[src/rtl/psd_pkg.sv]
package psd_pkg;

    // Control states of the swallow/main sequencer.
    typedef enum logic [1:0] {
        ST_IDLE    = 2'd0,
        ST_SWALLOW = 2'd1,
        ST_MAIN    = 2'd2
    } psd_state_e;

    // Fixed front-stage ratio and the smallest main count allowed.
    localparam int PSD_PREDIV = 4;
    localparam int PSD_MIN_B  = 3;

endpackage

[src/rtl/psd_prediv.sv]
// Fixed front divider: one enable tick every DIV input cycles while run is high.
module psd_prediv #(
    parameter int DIV = 4
) (
    input  logic clk,
    input  logic rst_n,
    input  logic run,
    output logic q_tick
);

    localparam int CW = (DIV > 1) ? $clog2(DIV) : 1;

    generate
        if (DIV == 1) begin : g_bypass
            assign q_tick = run;
        end else begin : g_count
            logic [CW-1:0] cnt;

            always_ff @(posedge clk) begin
                if (!rst_n || !run) begin
                    cnt <= '0;
                end else if (cnt == CW'(DIV - 1)) begin
                    cnt <= '0;
                end else begin
                    cnt <= cnt + CW'(1);
                end
            end

            assign q_tick = run && (cnt == CW'(DIV - 1));


            qtick_gap_chk: assert property (@(posedge clk) disable iff (!rst_n)
                q_tick |=> !q_tick);
        end
    endgenerate

endmodule

[src/rtl/psd_prescaler.sv]
// Dual-modulus stage: counts front-stage ticks, divides by P or P+1.
module psd_prescaler #(
    parameter int P_LO = 8,
    parameter int P_HI = 16
) (
    input  logic clk,
    input  logic rst_n,
    input  logic run,
    input  logic in_tick,
    input  logic sel_hi,
    input  logic plus_one,
    output logic out_tick
);

    localparam int CW = $clog2(P_HI + 2);

    logic [CW-1:0] cnt;
    logic [CW-1:0] base;
    logic [CW-1:0] last;

    assign base = sel_hi ? CW'(P_HI) : CW'(P_LO);
    assign last = base + CW'(plus_one) - CW'(1);

    always_ff @(posedge clk) begin
        if (!rst_n || !run) begin
            cnt <= '0;
        end else if (in_tick) begin
            if (cnt == last) begin
                cnt <= '0;
            end else begin
                cnt <= cnt + CW'(1);
            end
        end
    end

    assign out_tick = in_tick && (cnt == last);


    pre_range_chk: assert property (@(posedge clk) disable iff (!rst_n)
        run |-> (cnt <= last));

endmodule

[src/rtl/psd_ctrl.sv]
// Swallow/main sequencer: holds the active setting, counts prescaler cycles,
// selects the prescaler modulus and emits the output pulse.
module psd_ctrl
    import psd_pkg::*;
#(
    parameter int A_W   = 6,
    parameter int B_W   = 13,
    parameter int MIN_B = 3
) (
    input  logic           clk,
    input  logic           rst_n,
    input  logic           p_tick,
    input  logic           req_hi,
    input  logic [A_W-1:0] req_a,
    input  logic [B_W-1:0] req_b,
    output logic           run,
    output logic           plus_one,
    output logic           sel_hi,
    output logic           pulse,
    output logic           err
);

    psd_state_e     state, nxt;
    logic [A_W-1:0] a_cnt;
    logic [B_W-1:0] b_cnt;
    logic [A_W-1:0] cfg_a;
    logic [B_W-1:0] cfg_b;
    logic           cfg_hi;
    logic           req_ok;
    logic           term;
    logic           load;
    logic [A_W-1:0] src_a;
    logic [B_W-1:0] src_b;
    logic           src_hi;

    // Legality of the presented setting.
    assign req_ok = (req_b >= B_W'(req_a)) && (req_b >= B_W'(MIN_B));

    // End of the output period: last main cycle completes.
    assign term = (state != ST_IDLE) && p_tick && (b_cnt == B_W'(1));
    assign load = term || ((state == ST_IDLE) && req_ok);

    // Setting used for the next period.
    assign src_a  = req_ok ? req_a  : cfg_a;
    assign src_b  = req_ok ? req_b  : cfg_b;
    assign src_hi = req_ok ? req_hi : cfg_hi;

    // Next-state logic.
    always_comb begin
        nxt = state;
        unique case (state)
            ST_IDLE: begin
                if (req_ok) begin
                    nxt = (req_a != '0) ? ST_SWALLOW : ST_MAIN;
                end
            end
            ST_SWALLOW: begin
                if (term) begin
                    nxt = (src_a != '0) ? ST_SWALLOW : ST_MAIN;
                end else if (p_tick && (a_cnt == A_W'(1))) begin
                    nxt = ST_MAIN;
                end
            end
            ST_MAIN: begin
                if (term) begin
                    nxt = (src_a != '0) ? ST_SWALLOW : ST_MAIN;
                end
            end
            default: nxt = ST_IDLE;
        endcase
    end

    // State register.
    always_ff @(posedge clk) begin
        if (!rst_n) begin
            state <= ST_IDLE;
        end else begin
            state <= nxt;
        end
    end

    // Counters, held setting and registered outputs.
    always_ff @(posedge clk) begin
        if (!rst_n) begin
            a_cnt  <= '0;
            b_cnt  <= '0;
            cfg_a  <= '0;
            cfg_b  <= B_W'(MIN_B);
            cfg_hi <= 1'b0;
            pulse  <= 1'b0;
            err    <= 1'b0;
        end else begin
            err   <= !req_ok;
            pulse <= term;
            if (load) begin
                a_cnt <= src_a;
                b_cnt <= src_b;
                if (req_ok) begin
                    cfg_a  <= req_a;
                    cfg_b  <= req_b;
                    cfg_hi <= req_hi;
                end
            end else if (p_tick && (state != ST_IDLE)) begin
                b_cnt <= b_cnt - B_W'(1);
                if (a_cnt != '0) begin
                    a_cnt <= a_cnt - A_W'(1);
                end
            end
        end
    end

    assign run      = (state != ST_IDLE);
    assign plus_one = (state == ST_SWALLOW);
    assign sel_hi   = cfg_hi;


    pulse_width_chk: assert property (@(posedge clk) disable iff (!rst_n)
        pulse |=> !pulse);


    ab_order_chk: assert property (@(posedge clk) disable iff (!rst_n)
        (state != ST_IDLE) |-> (B_W'(a_cnt) <= b_cnt));


    min_b_chk: assert property (@(posedge clk) disable iff (!rst_n)
        (state != ST_IDLE) |-> (cfg_b >= B_W'(MIN_B)));


    cfg_hold_chk: assert property (@(posedge clk) disable iff (!rst_n)
        ((state != ST_IDLE) && !term) |=> $stable({cfg_hi, cfg_a, cfg_b}));


    swallow_state_chk: assert property (@(posedge clk) disable iff (!rst_n)
        (state == ST_SWALLOW) |-> (a_cnt != '0));


    main_state_chk: assert property (@(posedge clk) disable iff (!rst_n)
        (state == ST_MAIN) |-> (a_cnt == '0));

endmodule

[src/rtl/psd_divider.sv]
// Top: fixed front divider, dual-modulus prescaler and swallow/main sequencer.
module psd_divider
    import psd_pkg::*;
#(
    parameter int A_W  = 6,
    parameter int B_W  = 13,
    parameter int P_LO = 8,
    parameter int P_HI = 16
) (
    input  logic           clk,
    input  logic           rst_n,
    input  logic           mod_sel,
    input  logic [A_W-1:0] swallow_cnt,
    input  logic [B_W-1:0] main_cnt,
    output logic           div_out,
    output logic           cfg_err
);

    logic run;
    logic q_tick;
    logic p_tick;
    logic plus_one;
    logic sel_hi;

    psd_prediv #(
        .DIV (PSD_PREDIV)
    ) u_prediv (
        .clk    (clk),
        .rst_n  (rst_n),
        .run    (run),
        .q_tick (q_tick)
    );

    psd_prescaler #(
        .P_LO (P_LO),
        .P_HI (P_HI)
    ) u_presc (
        .clk      (clk),
        .rst_n    (rst_n),
        .run      (run),
        .in_tick  (q_tick),
        .sel_hi   (sel_hi),
        .plus_one (plus_one),
        .out_tick (p_tick)
    );

    psd_ctrl #(
        .A_W   (A_W),
        .B_W   (B_W),
        .MIN_B (PSD_MIN_B)
    ) u_ctrl (
        .clk      (clk),
        .rst_n    (rst_n),
        .p_tick   (p_tick),
        .req_hi   (mod_sel),
        .req_a    (swallow_cnt),
        .req_b    (main_cnt),
        .run      (run),
        .plus_one (plus_one),
        .sel_hi   (sel_hi),
        .pulse    (div_out),
        .err      (cfg_err)
    );


    idle_quiet_chk: assert property (@(posedge clk) disable iff (!rst_n)
        !run |=> !div_out);

endmodule

[config.mk]
export PLATFORM = sky130hd
export DESIGN_NAME = psd_divider
export DESIGN_NICKNAME = d
export VERILOG_FILES = /design/src/rtl/psd_pkg.sv /design/src/rtl/psd_prediv.sv /design/src/rtl/psd_prescaler.sv /design/src/rtl/psd_ctrl.sv /design/src/rtl/psd_divider.sv
export SDC_FILE = /design/constraint.sdc
export NUM_CORES = 1
export LEC_CHECK = 0
export CAP_MARGIN = 10
export CORE_MARGIN = 2
export CORE_UTILIZATION = 42
export DETAILED_ROUTE_END_ITERATION = 16
export GPL_TIMING_DRIVEN = 0
export PLACE_DENSITY = 0.68
export SYNTH_ARGS = -nofsm -noshare
export SYNTH_HDL_FRONTEND = slang
export SYNTH_HIERARCHICAL = 1
export SYNTH_SLANG_ARGS = --single-unit
[constraint.sdc]
create_clock -name clk -period 4.1 [get_ports clk]
set_input_delay 0.82 -clock clk [delete_from_list [all_inputs] [get_ports clk]]
set_output_delay 0.82 -clock clk [all_outputs]
set_load 0.1 [all_outputs]
==> Word level (Yosys, flattened, before mapping) <==
Index checks and enable logic that the tools add are counted.
{ "classes": {"add_sub_neg": 6, "order_cmp": 2, "n_eq_ne": 9, "mux": 16, "reduce_logical": 23} }
{ "op_table": {"columns": ["operator", "count"], "rows": [
  ["$mux 13", 3],
  ["$mux 6", 4],
  ["$reduce_bool 6->1", 3],
  ["$eq 13x1->1 const B", 1],
  ["$ge 13x2->1 const B", 1],
  ["$ge 13x6->1", 1],
  ["$sub 13x1->13 const B", 1],
  ["$mux 2", 6],
  ["$mux 5", 2],
  ["$logic_and 1x1->1", 7],
  ["$eq 6x1->1 const B", 1],
  ["$pmux 2 s3", 1],
  ["$reduce_bool 2->1", 3],
  ["$sub 6x1->6 const B", 1],
  ["$add 5x1->5", 1],
  ["$add 5x1->5 const B", 1],
  ["$eq 5x5->1", 1],
  ["$sub 5x1->5 const B", 1],
  ["$eq 2x2->1 const B", 2],
  ["$ne 2x1->1 const B", 2],
  ["$reduce_and 2->1", 2],
  ["$logic_not 1->1", 3],
  ["$ne 3x1->1 const B", 1],
  ["$reduce_and 3->1", 1],
  ["other kinds (5)", 6]
]} }
{ "totals": {"in_bits": 22, "out_inout_bits": 2, "elab_cells": 66, "regBits": 50} }

==> Depth between registers and ports, before layout <==
{ "depth": {"ltp_word": 10, "depth_mapped": 15, "ltp_nobuf": 10} }

==> Hierarchy <==
Netlist, hierarchy kept.
{ "by_module_without_submodules": {"columns": ["module", "area_per_inst_um2", "n_inst", "cells_per_inst", "seq_area_each_um2"], "rows": [
  ["psd_ctrl", 2346.0, 1, 282, 860.8],
  ["psd_prescaler", 267.8, 1, 27, 100.1],
  ["psd_prediv", 83.8, 1, 6, 40.0]
]} }

==> Worst setup path before layout <==
No wires, ideal clock.
{ "synth_timing": {"path_type": "register -> register", "start": "reg u_ctrl.state[0]", "end": "reg u_ctrl.cfg_b[0]", "path_buffers": 4, "t_arrival_ps": 3051, "period_less_slack_ps": 3188, "path_stages_with_launch": 15, "setup_ps": 138, "required_ps": 3962, "slack_ps": 912, "path_cell_list": "dfxtp_1 -> clkbuf_1 -> nor2b_1 -> ha_1 -> xnor2_1 -> o2111a_2 -> o21ai_1 -> or3_1 -> or4_4 -> a21o_1 -> buf_6 -> buf_12 -> buf_6 -> nand2_2 -> o211ai_2"} }
{ "synth_between": {"elab_chain_len": 8, "elab_cells_between_ends": 12, "classes_between": "2 x add/sub; 2 x eq/ne; 8 x reduce/logical"} }
{ "synth_rtl": {"columns": ["element", "line_no", "text"], "rows": [
  ["start: declaration", "psd_ctrl.sv:23", "psd_state_e state, nxt;"],
  ["start signal: assignment", "psd_ctrl.sv:78", "state <= nxt;"],
  ["$eq 2x1->1", "psd_ctrl.sv:113", "assign plus_one = (state == ST_SWALLOW);"],
  ["via plus_one", "psd_divider.sv:22", "logic plus_one;"],
  ["$add 5x1->5", "psd_prescaler.sv:22", "assign last = base + CW'(plus_one) - CW'(1);"],
  ["$sub 5x1->5", "psd_prescaler.sv:22", null],
  ["$eq 5x5->1", "psd_prescaler.sv:36", "assign out_tick = in_tick && (cnt == last);"],
  ["$logic_and 1x1->1", "psd_prescaler.sv:36", null],
  ["via p_tick", "psd_divider.sv:21", "logic p_tick;"],
  ["$logic_and 1x1->1 (2 in series)", "psd_ctrl.sv:40", "assign term = (state != ST_IDLE) && p_tick && (b_cnt == B_W'(1));"],
  ["$logic_or 1x1->1", "psd_ctrl.sv:41", "assign load = term || ((state == ST_IDLE) && req_ok);"],
  ["end signal: assignment", "psd_ctrl.sv:88", "cfg_b <= B_W'(MIN_B);"],
  ["end signal: assignment", "psd_ctrl.sv:100", "cfg_b <= req_b;"],
  ["end: declaration", "psd_ctrl.sv:27", "logic [B_W-1:0] cfg_b;"]
]} }
The timed path passes the listed nets, and every way through them passes these cells.
A chain may end at the register's enable or synchronous reset.

==> Worst setup path after layout <==
{ "layout_timing": {"start": "reg u_ctrl.state[0]", "end": "reg u_ctrl.state[1]"} }
{ "layout_between": {"elab_cells_between_ends": 18, "classes_between": "2 x add/sub; 6 x eq/ne; 2 x mux; 8 x reduce/logical"} }
{ "layout_lines": {"columns": ["element", "line_no", "text"], "rows": [
  ["$reduce_bool 2->1 (*)", "psd_ctrl.sv:112", "assign run = (state != ST_IDLE);"],
  ["via run", "psd_divider.sv:19", "logic run;"],
  ["$logic_and 1x1->1 (*)", "psd_prediv.sv:29", "assign q_tick = run && (cnt == CW'(DIV - 1));"],
  ["via q_tick", "psd_divider.sv:20", "logic q_tick;"],
  ["$logic_and 1x1->1 (*)", "psd_prescaler.sv:36", null],
  ["via p_tick", "psd_divider.sv:21", null],
  ["$logic_and 1x1->1 (2 in series)", "psd_ctrl.sv:40", null],
  ["$ne 3x1->1 (no line), or another cell as far along", null, null],
  ["$reduce_and 3->1 (no line) / $pmux 2 s3 (equally long branches)", null, null]
]} }
The timed path passes the listed nets; every way through them passes the cells marked *.

==> results.sh <==
export IMPL_outcome="completed"
export IMPL_grt_setup_unrepaired="no"
export IMPL_setup_viol=0
export IMPL_grt_pass1_vias=2296
export IMPL_core_area_sq_mm=0.006277
export IMPL_clkLatencyLatePin_ps=300
export IMPL_cp_depth=12
export IMPL_synth_edf_count=0
export IMPL_diodes=0
export IMPL_path_class="flop to flop"
export IMPL_cts_sinks=50
export IMPL_drive_gt1_share_pct=7.803
export IMPL_syn_area_per_cell_sq_um=8.564
export IMPL_r2r_end="u_ctrl/state[1]$_SDFFE_PN0P_"
export IMPL_syn_to_final_growth_pct=15.77
export IMPL_vias=2357
export IMPL_cpMostUsedCell="clkbuf_1"
export IMPL_cp_buffers_inverters=3
export IMPL_crit_end="u_ctrl/state[1]$_SDFFE_PN0P_"
export IMPL_ys_warn_count=6
export IMPL_grt_start_max_net_pins=15
export IMPL_async_reset_ff_share_pct=0
export IMPL_first_iter_violations=125
export IMPL_cpMaxStageDelayCell="nor4_1"
export IMPL_wl_per_cell_um=14.99
export IMPL_slew_limit_headroom_pct=35.27
export IMPL_pwr_density_cell_mw_per_mm2=378.2
export IMPL_utilization_pct=49.75
export IMPL_row_count=29
export IMPL_max_cap_viol_count=0
export IMPL_fin_crit_ps=3706
export IMPL_cp_slowest_stage_delay_ps=700
export IMPL_fin_skew_ps=7.599
export IMPL_cp_max_fo=9
export IMPL_setup_tns_ps=0
export IMPL_fmax_mhz=269.8
export IMPL_fin_nets=380
export IMPL_slew_violations=0
export IMPL_overflow=0
export IMPL_htree_num_levels=2
export IMPL_netlist_instances=315
export IMPL_initial_core_util_pct=42.97
export IMPL_place_hpwl_mm=4.656
export IMPL_io_buffers=23
export IMPL_ys_seq_elements=50
export IMPL_crit_arrival_ps=3910
export IMPL_antenna_found_initial=0
export IMPL_r2r_setup_slack_ps=390
export IMPL_die_width_um=84.14
export IMPL_cp_startpoint="u_ctrl/state[0]$_SDFFE_PN0P_"
export IMPL_root_buffer="clkbuf_8"
export IMPL_wl_mm=6.342
export IMPL_worstHoldPathType="flop to flop"
export IMPL_synthTopCellsByArea="dfxtp_1, mux2i_1, a21oi_1, ha_1, o21ai_0"
export IMPL_p_total_mw=1.181
export IMPL_end_kind="flop"
export IMPL_drcViolationCount=0
export IMPL_cts_tree="done"
export IMPL_synth_top_area_cell="dfxtp_1"
export IMPL_p_leak_nw=1.265
export IMPL_critPathLaunchType="flop"
export IMPL_die_area_sq_mm=0.007080
export IMPL_die_h_um=84.14
export IMPL_cts_clk_slew_worst_paths_ps=90
export IMPL_clock_path_buffers=2
export IMPL_synth_area_sq_mm=0.002698
export IMPL_synth_top_flop_cell="dfxtp_1"
export IMPL_yosysUniqueCellTypes=48
export IMPL_io_pins=24
export IMPL_vdd_drop_max_v=0.0002643
export IMPL_tightest_slew_ps=967.9
export IMPL_ant_nets=0
export IMPL_yosysTopAreaCellShare_pct=37.11
export IMPL_synth_seq_area_share_pct=37.11
export IMPL_syn_nets=350
export IMPL_r2r_start="u_ctrl/state[0]$_SDFFE_PN0P_"
export IMPL_hold_viol=0
export IMPL_cts_buffers_inserted=5
export IMPL_reg2regPathDepth=12
export IMPL_firstDrtPassIters=4
export IMPL_cp_required_ps=4310
export IMPL_gp_congestion=0.8359
export IMPL_viasPerCell=5.572
export IMPL_path_delay_family="simple AND/OR/NAND/NOR gates"
export IMPL_gr_usage_all_layers_pct=18.45
export IMPL_grt_pass1_wl_mm=10.61
export IMPL_worstPathCellList="clkbuf_1, nor2_1, inv_1, and2_2, clkbuf_1, o2111a_2, o21ai_1, or3_1, nor4_1, a31oi_1, a21o_1, a221oi_1"
export IMPL_finalCritPeriodShare_pct=90.40
==> stage by stage <==
| stage | std cells | instance area [sq um] | setup slack [ps] | hold slack [ps] |
|---|---|---|---|---|
| after global routing | 423 | 3123 | 27.49 | 478.9 |
| final | 423 | 3123 | 393.8 | 455.0 |
| after global placement | 415 | 3024 | -97.30 | 441.1 |
| after floorplan | 315 | 2698 | 911.9 | 429.9 |
| after CTS | 423 | 3115 | 195.1 | 456.0 |
| after detailed placement | 415 | 3024 | -124.7 | 442.9 |
==> layout by cell type (no fill, tap or decap), types with 2 or more instances in the layout <==
cell / count
nand4_1: 4
and2_1: 2
ha_1: 13
a21o_1: 3
inv_1: 12
or3_1: 3
buf_6: 2
a21oi_1: 35
nor3_1: 13
o21ai_0: 22
mux2i_1: 18
dfxtp_1: 50
or4_4: 2
nor4_1: 7
o22ai_1: 2
nor2_1: 14
nand2_1: 21
nor2b_1: 13
clkbuf_1: 14
xor2_1: 12
nand3_1: 17
clkbuf_8: 6
xnor2_1: 11
clkdlybuf4s50_1: 23
==> registers in the layout, indices dropped and copies added, names as in the netlist <==
signal,flops
u_ctrl/state,2
u_ctrl/err,1
u_ctrl/b_cnt,13
u_ctrl/pulse,1
u_prediv/g_count.cnt,2
u_ctrl/sel_hi,1
u_ctrl/a_cnt,6
u_ctrl/cfg_a,6
u_ctrl/cfg_b,13
u_presc/cnt,5
==> worst min-delay path by stage <==
stage          slack [ps]                           from  cells past startpoint                       endpoint
2_1_floorplan         430  u_ctrl/cfg_b[10]$_SDFFE_PN0N_                      2  u_ctrl/cfg_b[10]$_SDFFE_PN0N_
3_3_place_gp          440   u_ctrl/cfg_b[8]$_SDFFE_PN0N_                      2   u_ctrl/cfg_b[8]$_SDFFE_PN0N_
3_5_place_dp          440  u_ctrl/cfg_b[10]$_SDFFE_PN0N_                      2  u_ctrl/cfg_b[10]$_SDFFE_PN0N_
4_1_cts               460  u_ctrl/cfg_b[10]$_SDFFE_PN0N_                      2  u_ctrl/cfg_b[10]$_SDFFE_PN0N_
5_1_grt               480   u_ctrl/cfg_b[7]$_SDFFE_PN0N_                      2   u_ctrl/cfg_b[7]$_SDFFE_PN0N_
6_report              460  u_ctrl/cfg_b[10]$_SDFFE_PN0N_                      2  u_ctrl/cfg_b[10]$_SDFFE_PN0N_
==> worst reg2reg max path: cells and delay by family (launching register included) <==
family                 cells  cell delay, ps
buffers and inverters      3             670
and+or+nand+nor            4            1390
DFF                        1             310
AOI/OAI and AO/OA          5            1240
==> per-layer routing <==
| metal | vias up | track usage [%] | part of all wire [%] |
|---|---|---|---|
| met5 | - | 0 | 0 |
| met4 | 0 | 6.158 | 0.74 |
| met3 | 5 | 3.048 | 3.4 |
| met2 | 50 | 30.52 | 49 |
| met1 | 1113 | 24.53 | 47 |
| li1 | 1189 | - | - |
==> area by class of cell <==
type	count	area [sq um]
buffer	18	100.1
clock buffer	7	86.33
clock inverter	1	5.005
fill	602	3154
inverter	12	45.04
multi-input combinational	235	1559
sequential	50	1001
tap	77	96.34
timing repair buffer	23	230.2
==> repair_timing <==
action	in CTS	in global routing
setup buffers	0	0
setup endpoints to repair	0	7
gates resized for setup	0	1
hold buffers	0	0
==> synthesized netlist by cell type (13+ instances only) <==
| cell | number |
|---|---|
| nand2_1 | 21 |
| nor2b_1 | 13 |
| nor3_1 | 13 |
| ha_1 | 13 |
| nor2_1 | 14 |
| o21ai_0 | 22 |
| mux2i_1 | 18 |
| nand3_1 | 17 |
| dfxtp_1 | 50 |
| a21oi_1 | 35 |
| clkbuf_1 | 13 |
==> kinds of logic after synthesis <==
logic type      Yosys count  synth area share [%]
fa+ha+maj                13                 6.030
mux                      19                 7.096
compound gates           71                 14.75
buf+inv                  30                 5.380
xor+xnor                 23                 7.467
simple gates            109                 22.17
flops                    50                 37.11
==> power breakdown <==
part           internal (mW)  total (mW)  switching [mW]
sequential             0.542       0.584          0.0427
clock                  0.137       0.298           0.162
combinational          0.139       0.299           0.159
No activity file was read; power rests on OpenSTA's default activity.
